`src/rtl/scioEncPkg.sv`:
```
package scioEncPkg;

  localparam logic [7:0] DIAG_PASS_BYTE = 8'hAF;
  localparam logic [7:0] DIAG_FAIL_BYTE = 8'hFF;
  localparam int         DATA_BITS      = 8;

  // Strobes issued by the control to the datapath in one cycle
  typedef struct packed {
    logic load;       // take the next byte into the shift register
    logic useDiag;    // the byte taken is the diagnostic byte
    logic driveHigh;  // start bit / ready indication
    logic driveBit;   // present shiftReg[0] and shift
    logic driveLow;   // stop level / end of byte
  } encStrobeT;

  typedef enum logic [2:0] {
    ST_IDLE,
    ST_ASTART,
    ST_ADATA,
    ST_ASTOP,
    ST_SSHIFT,
    ST_SDONE
  } encStateT;

endpackage

```
`src/rtl/scioEncDatapath.sv`:
```
module scioEncDatapath
  import scioEncPkg::*;
#(
  parameter int FIFO_DEPTH = 4
) (
  input  logic      clk,
  input  logic      rstN,
  input  logic      byteValid,
  input  logic [7:0] byteData,
  input  logic      diagReq,
  input  logic      diagPass,
  input  encStrobeT stb,
  output logic      fifoEmpty,
  output logic      diagPending,
  output logic      scio,
  output logic      overflow
);

  localparam int AW = (FIFO_DEPTH > 1) ? $clog2(FIFO_DEPTH) : 1;
  localparam int CW = $clog2(FIFO_DEPTH + 1);
  localparam logic [AW-1:0] LAST_PTR = AW'(FIFO_DEPTH - 1);
  localparam logic [CW-1:0] FULL_CNT = CW'(FIFO_DEPTH);

  logic [7:0]    mem [FIFO_DEPTH];
  logic [AW-1:0] wrPtr, rdPtr;
  logic [CW-1:0] count;
  logic          full, wrEn, popEn;
  logic [7:0]    diagByte;
  logic [7:0]    shiftReg;

  assign full      = (count == FULL_CNT);
  assign fifoEmpty = (count == '0);
  assign wrEn      = byteValid && !full;
  assign popEn     = stb.load && !stb.useDiag;

  // Per-entry storage write
  for (genvar i = 0; i < FIFO_DEPTH; i++) begin : g_entry
    always_ff @(posedge clk) begin
      if (wrEn && (wrPtr == AW'(i))) mem[i] <= byteData;
    end
  end

  always_ff @(posedge clk) begin
    if (!rstN) begin
      wrPtr    <= '0;
      rdPtr    <= '0;
      count    <= '0;
      overflow <= 1'b0;
    end else begin
      if (wrEn)  wrPtr <= (wrPtr == LAST_PTR) ? '0 : wrPtr + 1'b1;
      if (popEn) rdPtr <= (rdPtr == LAST_PTR) ? '0 : rdPtr + 1'b1;
      unique case ({wrEn, popEn})
        2'b10:   count <= count + 1'b1;
        2'b01:   count <= count - 1'b1;
        default: count <= count;
      endcase
      if (byteValid && full) overflow <= 1'b1;
    end
  end

  // Diagnostic byte holding register
  always_ff @(posedge clk) begin
    if (!rstN) begin
      diagPending <= 1'b0;
      diagByte    <= DIAG_FAIL_BYTE;
    end else if (diagReq) begin
      diagPending <= 1'b1;
      diagByte    <= diagPass ? DIAG_PASS_BYTE : DIAG_FAIL_BYTE;
    end else if (stb.load && stb.useDiag) begin
      diagPending <= 1'b0;
    end
  end

  // Shift register and line driver
  always_ff @(posedge clk) begin
    if (!rstN) begin
      shiftReg <= '0;
      scio     <= 1'b0;
    end else begin
      if (stb.load)
        shiftReg <= stb.useDiag ? diagByte : ~mem[rdPtr];
      else if (stb.driveBit)
        shiftReg <= {1'b0, shiftReg[7:1]};

      if (stb.driveHigh)     scio <= 1'b1;
      else if (stb.driveBit) scio <= shiftReg[0];
      else if (stb.driveLow) scio <= 1'b0;
    end
  end

endmodule

```
`src/rtl/scioEncCtl.sv`:
```
module scioEncCtl
  import scioEncPkg::*;
#(
  parameter int BIT_CYCLES    = 1024,
  parameter int WINDOW_CYCLES = 14400
) (
  input  logic      clk,
  input  logic      rstN,
  input  logic      syncMode,
  input  logic      shiftClk,
  input  logic      fifoEmpty,
  input  logic      diagPending,
  output encStrobeT stb
);

  localparam int TW = $clog2(BIT_CYCLES);
  localparam int WW = $clog2(WINDOW_CYCLES);
  localparam int BW = $clog2(DATA_BITS);
  localparam logic [TW-1:0] BIT_LAST = TW'(BIT_CYCLES - 1);
  localparam logic [WW-1:0] WIN_LAST = WW'(WINDOW_CYCLES - 1);
  localparam logic [BW-1:0] BIT_MAX  = BW'(DATA_BITS - 1);

  encStateT      state, nState;
  logic [TW-1:0] timer, nTimer;
  logic [WW-1:0] winCnt, nWin;
  logic [BW-1:0] bitCnt, nBit;
  logic [2:0]    clkSync;
  logic          fallSeen, riseSeen, bitDone, winDone, haveByte;

  // Two-stage synchronizer plus one stage for edge detection
  always_ff @(posedge clk) begin
    if (!rstN) clkSync <= 3'b111;
    else       clkSync <= {clkSync[1:0], shiftClk};
  end

  assign fallSeen = clkSync[2] & ~clkSync[1];
  assign riseSeen = ~clkSync[2] & clkSync[1];
  assign bitDone  = (timer == BIT_LAST);
  assign winDone  = (winCnt == WIN_LAST);
  assign haveByte = diagPending || !fifoEmpty;

  always_comb begin
    stb    = '0;
    nState = state;
    nTimer = timer + 1'b1;
    nWin   = winCnt + 1'b1;
    nBit   = bitCnt;
    unique case (state)
      ST_IDLE: begin
        nTimer = '0;
        nWin   = '0;
        nBit   = '0;
        if (haveByte) begin
          stb.load      = 1'b1;
          stb.useDiag   = diagPending;
          stb.driveHigh = 1'b1;
          nState        = syncMode ? ST_SSHIFT : ST_ASTART;
        end
      end
      ST_ASTART: begin
        if (bitDone) begin
          nTimer       = '0;
          stb.driveBit = 1'b1;
          nState       = ST_ADATA;
        end
      end
      ST_ADATA: begin
        if (bitDone) begin
          nTimer = '0;
          if (bitCnt == BIT_MAX) begin
            stb.driveLow = 1'b1;
            nState       = ST_ASTOP;
          end else begin
            stb.driveBit = 1'b1;
            nBit         = bitCnt + 1'b1;
          end
        end
      end
      ST_ASTOP: begin
        if (bitDone) begin
          nTimer = '0;
          nState = ST_IDLE;
        end
      end
      ST_SSHIFT: begin
        if (winDone) begin
          stb.driveLow = 1'b1;
          nState       = ST_IDLE;
        end else if (fallSeen) begin
          stb.driveBit = 1'b1;
          nBit         = bitCnt + 1'b1;
          if (bitCnt == BIT_MAX) nState = ST_SDONE;
        end
      end
      ST_SDONE: begin
        if (winDone || riseSeen) begin
          stb.driveLow = 1'b1;
          nState       = ST_IDLE;
        end
      end
      default: nState = ST_IDLE;
    endcase
  end

  always_ff @(posedge clk) begin
    if (!rstN) begin
      state  <= ST_IDLE;
      timer  <= '0;
      winCnt <= '0;
      bitCnt <= '0;
    end else begin
      state  <= nState;
      timer  <= nTimer;
      winCnt <= nWin;
      bitCnt <= nBit;
    end
  end

endmodule

```
`src/rtl/scioByteEncoder.sv`:
```
module scioByteEncoder
  import scioEncPkg::*;
#(
  parameter int BIT_CYCLES    = 1024,
  parameter int WINDOW_CYCLES = 14400,
  parameter int FIFO_DEPTH    = 4
) (
  input  logic       clk,
  input  logic       rstN,
  input  logic       byteValid,
  input  logic [7:0] byteData,
  input  logic       syncMode,
  input  logic       shiftClk,
  input  logic       diagReq,
  input  logic       diagPass,
  output logic       scio,
  output logic       overflow
);

  encStrobeT stb;
  logic      fifoEmpty;
  logic      diagPending;

  scioEncCtl #(
    .BIT_CYCLES   (BIT_CYCLES),
    .WINDOW_CYCLES(WINDOW_CYCLES)
  ) u_ctl (
    .clk        (clk),
    .rstN       (rstN),
    .syncMode   (syncMode),
    .shiftClk   (shiftClk),
    .fifoEmpty  (fifoEmpty),
    .diagPending(diagPending),
    .stb        (stb)
  );

  scioEncDatapath #(
    .FIFO_DEPTH(FIFO_DEPTH)
  ) u_dp (
    .clk        (clk),
    .rstN       (rstN),
    .byteValid  (byteValid),
    .byteData   (byteData),
    .diagReq    (diagReq),
    .diagPass   (diagPass),
    .stb        (stb),
    .fifoEmpty  (fifoEmpty),
    .diagPending(diagPending),
    .scio       (scio),
    .overflow   (overflow)
  );

endmodule

```
`config.mk`:
```
export PLATFORM = sky130hd
export DESIGN_NAME = scioByteEncoder
export DESIGN_NICKNAME = d
export VERILOG_FILES = /design/src/rtl/scioEncPkg.sv /design/src/rtl/scioEncDatapath.sv /design/src/rtl/scioEncCtl.sv /design/src/rtl/scioByteEncoder.sv
export SDC_FILE = /design/constraint.sdc
export NUM_CORES = 1
export LEC_CHECK = 0
export BUFFER_PORTS_ARGS = -buffer_cell sky130_fd_sc_hd__buf_2
export CAP_MARGIN = 5
export CORE_MARGIN = 2
export CORE_UTILIZATION = 60
export DETAILED_ROUTE_END_ITERATION = 8
export PLACE_DENSITY = 0.89
export SKIP_CTS_REPAIR_TIMING = 1
export SLEW_MARGIN = 20
export SYNTH_ARGS = -nofsm -noshare
export SYNTH_HDL_FRONTEND = slang
export SYNTH_SLANG_ARGS = --single-unit
```
`constraint.sdc`:
```
create_clock -name clk -period 3.9 [get_ports clk]
set_clock_uncertainty 0.15 [all_clocks]
set_input_delay 1.17 -clock clk [delete_from_list [all_inputs] [get_ports clk]]
set_output_delay 1.17 -clock clk [all_outputs]
set_load 0.005 [all_outputs]
```
==> results.cfg, run 1 <==
[sta]
period_minus_slack_ns = 2.98
achievable-frequency_mhz = 335
setup_violations = 0
final_hold_viol_count = 0
drv_slew = 0
tightest_slew_ns = 0.659
rsz0062_at_grt = no
relSlewSlack = 0.561
finalSetupTns_ns = 0
timing.final.crit_share = 0.764

[routing]
initialDrtViolationCount = 130
via_per_inst = 5.70
drc = 0
vias = 2455
drt_pass1_iterations = 4
routed_wl_um = 6220
ant_nets = 0
avgRoutedWirePerCell_um = 14.4

[logic_synthesis]
synth-adder-area-share = 0.0387
post_synth_instance_area_um2 = 3750
synth_xor_area_frac = 0.0467
synthMuxAreaShare = 0.0564
synth-main-ff-cell = dfxtp_1
synth_seq_cells = 86
synth_top_family_by_area = simple AND/OR/NAND/NOR gates
async_reset_ff_frac = 0
yosysSeqAreaShare = 0.545
netlist.top_cell.by_area = dfxtp_1
synth.avg_cell_area_um2 = 11.2
synth_edf_count = 32
yosys.area_share.simple = 0.185
yosys_warnings = 0
syn_nets = 361
synth_compound_area_frac = 0.0985
synth_top_cell_area_share = 0.288
ys_types = 53
syn_inst = 335
synthTopCellsByArea = dfxtp_1, edfxtp_1, mux4_2

[worst_setup_path]
cp_max_fo = 10
worstPathArrival_ns = 3.11
startpoint = u_ctl.state[2]
start_kind = register
cp-end-kind = register
reg2reg_from = u_ctl.state[2]
path_class = register to register
crit_required_ns = 4.03

[floorplanning]
initial_core_util = 0.626
core.rowCount = 28
die_x_um = 83.0
die_h_um = 83.0
dieArea_um2 = 6900
ios = 17
core_region_area_um2 = 5990

[power_and_ir_drop]
p_per_area_nw_per_um2 = 593
switching_share = 0.333
p_sw_w = 0.000798
ir_drop_mv = 0.389
comb_power_share = 0.266
p_int_w = 0.00160
clkPwrFrac = 0.242
power.total_w = 0.00240
power_leakage_nw = 1.48
pwr-share-seq = 0.492

[grt]
grt_pass1_vias = 2414
antenna_found_initial = 0
grt_max_degree = 36
grtUsageTotal = 0.195
grt_pass1_wl_um = 10800
overflow = 0

[run]
maxCapViolations = 0

[cells_and_area]
most-common-layout-cells = dfxtp_1, nor2_1, edfxtp_1
final_common_cell = dfxtp_1
area_growth_pct = 7.91
fillers = 465
design_area_um2 = 4050
diodes = 0
drive_gt1_frac = 0.140
nets = 377

[clock_network]
cts_inserted_buffers = 9
clk_pin_slew_worst_paths_ns = 0.09
cts_sinks = 86
clkLatencyLatePin_ns = 0.35
cts_root_buf = clkbuf_8
tritoncts = built
clockBufferDepth = 2
cts.htree.levels = 3

[placed_design]
hpwl_um = 4460
io_buffer_count = 16
post_dp_cell_area_um2 = 3860
globalplace.congestion = 0.924

[worst_hold_path]
min_path_type = register to register
min_from = u_ctl.clkSync[0]

[status]
status = complete, no violations
==> power groups by stage <==
stage               combinational [W]  sequential (W)  clock (W)
floorplan                    0.000569         0.00114          0
global placement             0.000610         0.00120          0
detailed placement           0.000639         0.00120          0
CTS                          0.000644         0.00118   0.000598
global route                 0.000728         0.00120   0.000637
finish                       0.000637         0.00118   0.000581
==> state kept, by name, summed over array words and instances (netlist names), named ones only <==
| name | count |
|---|---|
| u_ctl.bitCnt | 3 |
| u_ctl.clkSync | 3 |
| u_ctl.state | 3 |
| u_ctl.timer | 10 |
| u_ctl.winCnt | 14 |
| u_dp.count | 3 |
| u_dp.diagByte | 1 |
| u_dp.diagPending | 1 |
| u_dp.mem | 32 |
| u_dp.overflow | 1 |
| u_dp.rdPtr | 2 |
| u_dp.scio | 1 |
| u_dp.shiftReg | 8 |
| u_dp.wrPtr | 2 |
==> critical path, stage by stage (launching register included) <==
cell and delay, ns:
dfxtp_1 0.41, or3_1 0.51, or2_1 0.33, nor2_4 0.23, ha_1 0.23, inv_1 0.06
fa_1 0.37, xor2_1 0.16, or3_1 0.30, a21boi_0 0.16
==> cell families after synthesis <==
group | after synthesis
AO/OA/AOI/OAI | 50
XOR/XNOR | 20
adder cells (fa/ha/maj) | 11
buffers and inverters | 24
flip-flops | 86
multiplexers | 11
AND/OR/NAND/NOR | 133
==> per-stage QoR <==
| step | worst slack (ns) | util | hold slack, ns | std cells |
|---|---|---|---|---|
| 6_report | 0.919 | 0.675 | 0.269 | 431 |
| 5_1_grt | 0.734 | 0.675 | 0.291 | 431 |
| 4_1_cts | 0.907 | 0.675 | 0.274 | 431 |
| 3_5_place_dp | 0.860 | 0.644 | 0.247 | 415 |
| 3_3_place_gp | 0.948 | 0.644 | 0.251 | 415 |
| 2_1_floorplan | 1.07 | - | 0.236 | 335 |
==> layer usage <==
layer  share of wire  global-route usage
met5               0                   0
met4           0.013              0.0522
met3           0.027              0.0656
met2            0.51               0.328
met1            0.45               0.241
==> cell type report <==
| cell class | count | area (um2) | area share |
|---|---|---|---|
| sequential | 86 | 2040 | 0.505 |
| clock buffer | 9 | 124 | 0.0306 |
| multi-input combinational | 225 | 1590 | 0.394 |
| clock inverter | 7 | 62.6 | 0.0155 |
| tap | 75 | 93.8 | 0.0232 |
| inverter | 13 | 48.8 | 0.0121 |
| timing repair buffer | 16 | 80.1 | 0.0198 |
==> final timing paths <==
kind,end,slack [ns],cells past startpoint
worst max-delay path,u_dp.count[2],0.92,9
worst max register to register,u_dp.count[2],0.92,9
worst min register to register,u_ctl.clkSync[1],0.27,1
worst min-delay path,u_ctl.clkSync[1],0.27,1
==> cells in the mapped netlist (all sizes together) (2+ instances only) <==
cell type and number:
mux2i 2, and4 3, a31oi 3, nor3 4
nor2 40, buf 3, a22o 2, xor2 12
a21boi 4, clkbuf 8, nand2 24, dfxtp 54
o211a 2, o22ai 2, nor2b 8, o21a 2
nand3 12, a211oi 2, nor3b 4, xnor2 8
a31o 5, and2 4, inv 13, mux4 8
nand4 3, nand2b 5, a22oi 2, or3 6
and3 12, ha 10, edfxtp 32, nor4 2
a21oi 12, o21ai 8
Power figures use the tool's default switching activity.
==> run 2, diff against run 1 <==
==> constraint.sdc (replaced) <==
create_clock -name clk -period 3.1 [get_ports clk]
set_clock_uncertainty 0.15 [all_clocks]
set_input_delay 0.93 -clock clk [delete_from_list [all_inputs] [get_ports clk]]
set_output_delay 0.93 -clock clk [all_outputs]
set_load 0.005 [all_outputs]
==> results.cfg, run 2 (same netlist as run 1, synthesis figures left out) <==
[status]
status = complete, no violations

[routing]
avgRoutedWirePerCell_um = 14.2
via_per_inst = 5.64
drc = 0
ant_nets = 0
initialDrtViolationCount = 107
vias = 2453
routed_wl_um = 6160
drt_pass1_iterations = 4

[cells_and_area]
most-common-layout-cells = dfxtp_1, nor2_1, edfxtp_1
final_common_cell = dfxtp_1
area_growth_pct = 9.11
diodes = 0
largest_reg_flops = 32
top_regs = u_dp.mem (32), u_ctl.winCnt (14), u_ctl.timer (10)
nets = 381
layoutNonFillerInstCount = 435
fillers = 448
drive_gt1_frac = 0.147
top_register = u_dp.mem

[floorplanning]
die_x_um = 83.0
core_region_area_um2 = 5990
dieArea_um2 = 6900
initial_core_util = 0.626
die_h_um = 83.0
core.rowCount = 28
ios = 17

[placed_design]
io_buffer_count = 16
hpwl_um = 4470
globalplace.congestion = 0.904
placed_cells = 419

[sta]
finalSetupTns_ns = 0
relSlewSlack = 0.552
drv_slew = 0
rsz0062_at_grt = no
setup_violations = 0
period_minus_slack_ns = 2.76
timing.final.crit_share = 0.890
achievable-frequency_mhz = 363
tightest_slew_ns = 0.672
final_hold_viol_count = 0

[grt]
overflow = 0
grt_pass1_vias = 2352
antenna_found_initial = 0
grt_pass1_wl_um = 10700
grtUsageTotal = 0.194
grt_max_degree = 24

[clock_network]
cts_inserted_buffers = 9
cts_sinks = 86
cts_root_buf = clkbuf_8
clkLatencyLatePin_ns = 0.34
clockBufferDepth = 2
tritoncts = built
cts.htree.levels = 3
clk_pin_slew_worst_paths_ns = 0.08

[worst_setup_path]
worstPathArrival_ns = 2.88
path_class = register to register
cp_max_fo = 8
reg2regPathDepth = 9
reg2reg_to = u_dp.count[2]
start_kind = register
rrSetupSlack_ns = 0.34
reg2reg_from = u_ctl.state[0]
cp-end-kind = register
crit_required_ns = 3.22

[worst_hold_path]
holdPathStages = 1
worstHoldEndpoint = u_ctl.clkSync[1]
min_from = u_ctl.clkSync[0]
min_path_type = register to register

[power_and_ir_drop]
p_per_area_nw_per_um2 = 756
ir_drop_mv = 0.490
power_leakage_nw = 1.51

[run]
maxCapViolations = 0
run 2: worst max-delay path by stage:
| stage | startpoint | endpoint | slack (ns) | depth (start not counted) |
|---|---|---|---|---|
| 5_1_grt | u_ctl.state[0] | u_dp.count[2] | 0.17 | 9 |
| 3_3_place_gp | byteValid | u_dp.count[2] | 0.39 | 9 |
| 3_5_place_dp | byteValid | u_dp.count[2] | 0.28 | 9 |
| 6_report | u_ctl.state[0] | u_dp.count[2] | 0.34 | 9 |
| 2_1_floorplan | u_ctl.state[2] | u_dp.count[2] | 0.27 | 11 |
| 4_1_cts | u_ctl.state[0] | u_dp.count[2] | 0.34 | 9 |
run 2: report_power, final:
group	leakage (nW)	switching (W)	internal, W
Combinational	0.673	0.000458	0.000391
Clock	0.0995	0.000368	0.000396
Sequential	0.734	0.000138	0.00134
run 2: layout make-up:
| type | count | area, um2 | area share |
|---|---|---|---|
| clock buffers | 11 | 141 | 0.0346 |
| clock inverters | 5 | 60.1 | 0.0147 |
| inverters | 13 | 48.8 | 0.0119 |
| multi-input cells | 225 | 1590 | 0.390 |
| flip-flops and latches | 86 | 2040 | 0.499 |
| well taps | 75 | 93.8 | 0.0229 |
| repair buffers | 20 | 110 | 0.0269 |
run 2: per-stage QoR:
step / setup slack [ns] / power [W] / area, um2 / hold WS (ns) / utilization
3_3_place_gp: 0.390 / 0.00230 / 3890 / 0.249 / 0.649
5_1_grt: 0.171 / 0.00328 / 4090 / 0.284 / 0.683
6_report: 0.342 / 0.00309 / 4090 / 0.263 / 0.683
3_5_place_dp: 0.284 / 0.00236 / 3890 / 0.245 / 0.649
2_1_floorplan: 0.275 / 0.00215 / 3750 / 0.236 / -
4_1_cts: 0.344 / 0.00312 / 4090 / 0.270 / 0.683
run 2: routing by layer:
metal,share of wire,up-vias,global-route usage
met2,0.50,32,0.324
met1,0.46,1176,0.243
li1,-,1239,-
met5,0,-,0
met4,0.0081,0,0.0626
met3,0.031,6,0.0557
run 2: critical path, cell delays in order, from the launching register on:
cell and delay [ns]:
dfxtp_1 0.38, or3_1 0.46, or2_1 0.33, nor2_4 0.12, ha_1 0.19, inv_1 0.07
fa_1 0.37, xor2_1 0.17, or3_1 0.30, a21boi_0 0.15
==> run 3, diff against run 2 <==
--- a/config.mk
+++ b/config.mk
@@ -5,12 +5,15 @@
 export SDC_FILE = /design/constraint.sdc
 export NUM_CORES = 1
 export LEC_CHECK = 0
+export ABC_CLOCK_PERIOD_IN_PS = 3100
 export BUFFER_PORTS_ARGS = -buffer_cell sky130_fd_sc_hd__buf_2
 export CAP_MARGIN = 5
 export CORE_MARGIN = 2
-export CORE_UTILIZATION = 60
+export CORE_UTILIZATION = 63
+export CTS_BUF_LIST = sky130_fd_sc_hd__clkbuf_8
+export CTS_CLUSTER_DIAMETER = 100
 export DETAILED_ROUTE_END_ITERATION = 8
-export PLACE_DENSITY = 0.89
+export PLACE_DENSITY = 0.92
 export SKIP_CTS_REPAIR_TIMING = 1
 export SLEW_MARGIN = 20
 export SYNTH_ARGS = -nofsm -noshare
==> results.cfg, run 3 (same netlist as run 1, synthesis figures left out) <==
[worst_setup_path]
cp_common_cell = or3_1
start_kind = register
rrSetupSlack_ns = 0.27
cp_max_fo = 10
crit_slowest_cell = or3_1
crit_required_ns = 3.24
worstPathArrival_ns = 2.97
path_class = register to register
cp-end-kind = register
reg2reg_to = u_dp.count[2]
reg2reg_from = u_ctl.state[2]
crit_family = simple AND/OR/NAND/NOR gates
max_stage_delay_ns = 0.50
crit_chain = or3_1 > or2_1 > nor2_4 > ha_1 > inv_1 > fa_1 > xor2_1 > or3_1 > a21boi_0
path_buf_inv = 1
reg2regPathDepth = 9

[power_and_ir_drop]
ir_drop_mv = 0.561
p_per_area_nw_per_um2 = 766
power_leakage_nw = 1.49

[placed_design]
hpwl_um = 4600
globalplace.congestion = 0.810
io_buffer_count = 16
preCtsSetupSlack_ns = 0.302

[floorplanning]
ios = 17
dieArea_um2 = 6580
initial_core_util = 0.641
die_x_um = 81.1
core_region_area_um2 = 5850
core.rowCount = 28
die_h_um = 81.1

[worst_hold_path]
min_from = u_ctl.clkSync[0]
min_path_type = register to register
worstHoldEndpoint = u_ctl.clkSync[1]
holdPathStages = 1

[sta]
tightest_slew_ns = 0.642
finalSetupTns_ns = 0
setup_violations = 0
final_hold_viol_count = 0
drv_slew = 0
relSlewSlack = 0.568
achievable-frequency_mhz = 353
period_minus_slack_ns = 2.83
rsz0062_at_grt = no
timing.final.ws_setup_ns = 0.266
timing.final.crit_share = 0.914

[status]
status = complete, no violations

[routing]
avgRoutedWirePerCell_um = 15.5
ant_nets = 0
drt_pass1_iterations = 4
routed_wl_um = 6710
initialDrtViolationCount = 171
vias = 2504
via_per_inst = 5.78
drc = 0

[grt]
overflow = 0
grt_max_degree = 28
antenna_found_initial = 0
grtUsageTotal = 0.230
grt_pass1_wl_um = 11200
grt_pass1_vias = 2453

[cells_and_area]
most-common-layout-cells = dfxtp_1, nor2_1, edfxtp_1
drive_gt1_frac = 0.145
final_core_util = 0.697
top_regs = u_dp.mem (32), u_ctl.winCnt (14), u_ctl.timer (10)
area_growth_pct = 8.78
nets = 379
largest_reg_flops = 32
top_register = u_dp.mem
diodes = 0
final_common_cell = dfxtp_1

[clock_network]
cts.htree.levels = 3
cts_sinks = 86
cts_inserted_buffers = 9
cts_root_buf = clkbuf_8
clockBufferDepth = 2
tritoncts = built
clkLatencyLatePin_ns = 0.36
clk_pin_slew_worst_paths_ns = 0.09

[run]
maxCapViolations = 0
==> run 3: changes by cell type in the layout (fill, tap and decap cells not counted), sizes merged <==
cell and change:
buf -2, clkbuf -2, clkinv -2, clkinvlp +1
inv +3
==> run 3: worst max path at each step <==
stage / start / end / slack, ns / cells after the start
floorplan: u_ctl.state[2] / u_dp.count[2] / 0.27 / 11
global placement: byteValid / u_dp.count[2] / 0.39 / 9
detailed placement: u_ctl.state[2] / u_dp.count[2] / 0.30 / 9
CTS: u_ctl.state[2] / u_dp.count[2] / 0.27 / 9
global route: u_ctl.state[2] / u_dp.count[2] / 0.06 / 9
finish: u_ctl.state[2] / u_dp.count[2] / 0.27 / 9
==> run 3: metal layers <==
metal / vias up / GRT usage / wire [um]
met1: 1197 / 0.270 / 2900
li1: 1237 / - / -
met2: 53 / 0.396 / 3430
met4: 0 / 0.122 / 173
met3: 17 / 0.0478 / 201
met5: - / 0 / 0
==> run 3: stage by stage <==
stage          hold WS (ns)  instance area [um2]  cells  power (W)
2_1_floorplan         0.236                 3750    335    0.00215
3_3_place_gp          0.245                 3870    417    0.00227
3_5_place_dp          0.254                 3870    417    0.00233
4_1_cts               0.275                 4080    433    0.00313
5_1_grt               0.297                 4080    433    0.00330
6_report              0.271                 4080    433    0.00312
==> run 3: cell type report <==
cell class              instances  area (um2)
flip-flops and latches         86        2040
fillers                       398        1770
clock buffers                   9         124
clock inverters                 7        80.1
well taps                      75        93.8
multi-input cells             225        1590
repair buffers                 18        95.1
inverters                      13        48.8
==> run 3: worst register-to-register path: stages (launching register included) <==
cell      delay, ns
dfxtp_1        0.40
or3_1          0.50
or2_1          0.33
nor2_4         0.12
ha_1           0.20
inv_1          0.07
fa_1           0.37
xor2_1         0.16
or3_1          0.30
a21boi_0       0.16
==> run 3: report_power, final <==
| part | internal [W] | total (W) | switching (W) |
|---|---|---|---|
| sequential | 0.00134 | 0.00149 | 0.000148 |
| clock | 0.000382 | 0.000804 | 0.000422 |
| combinational | 0.000375 | 0.000829 | 0.000454 |
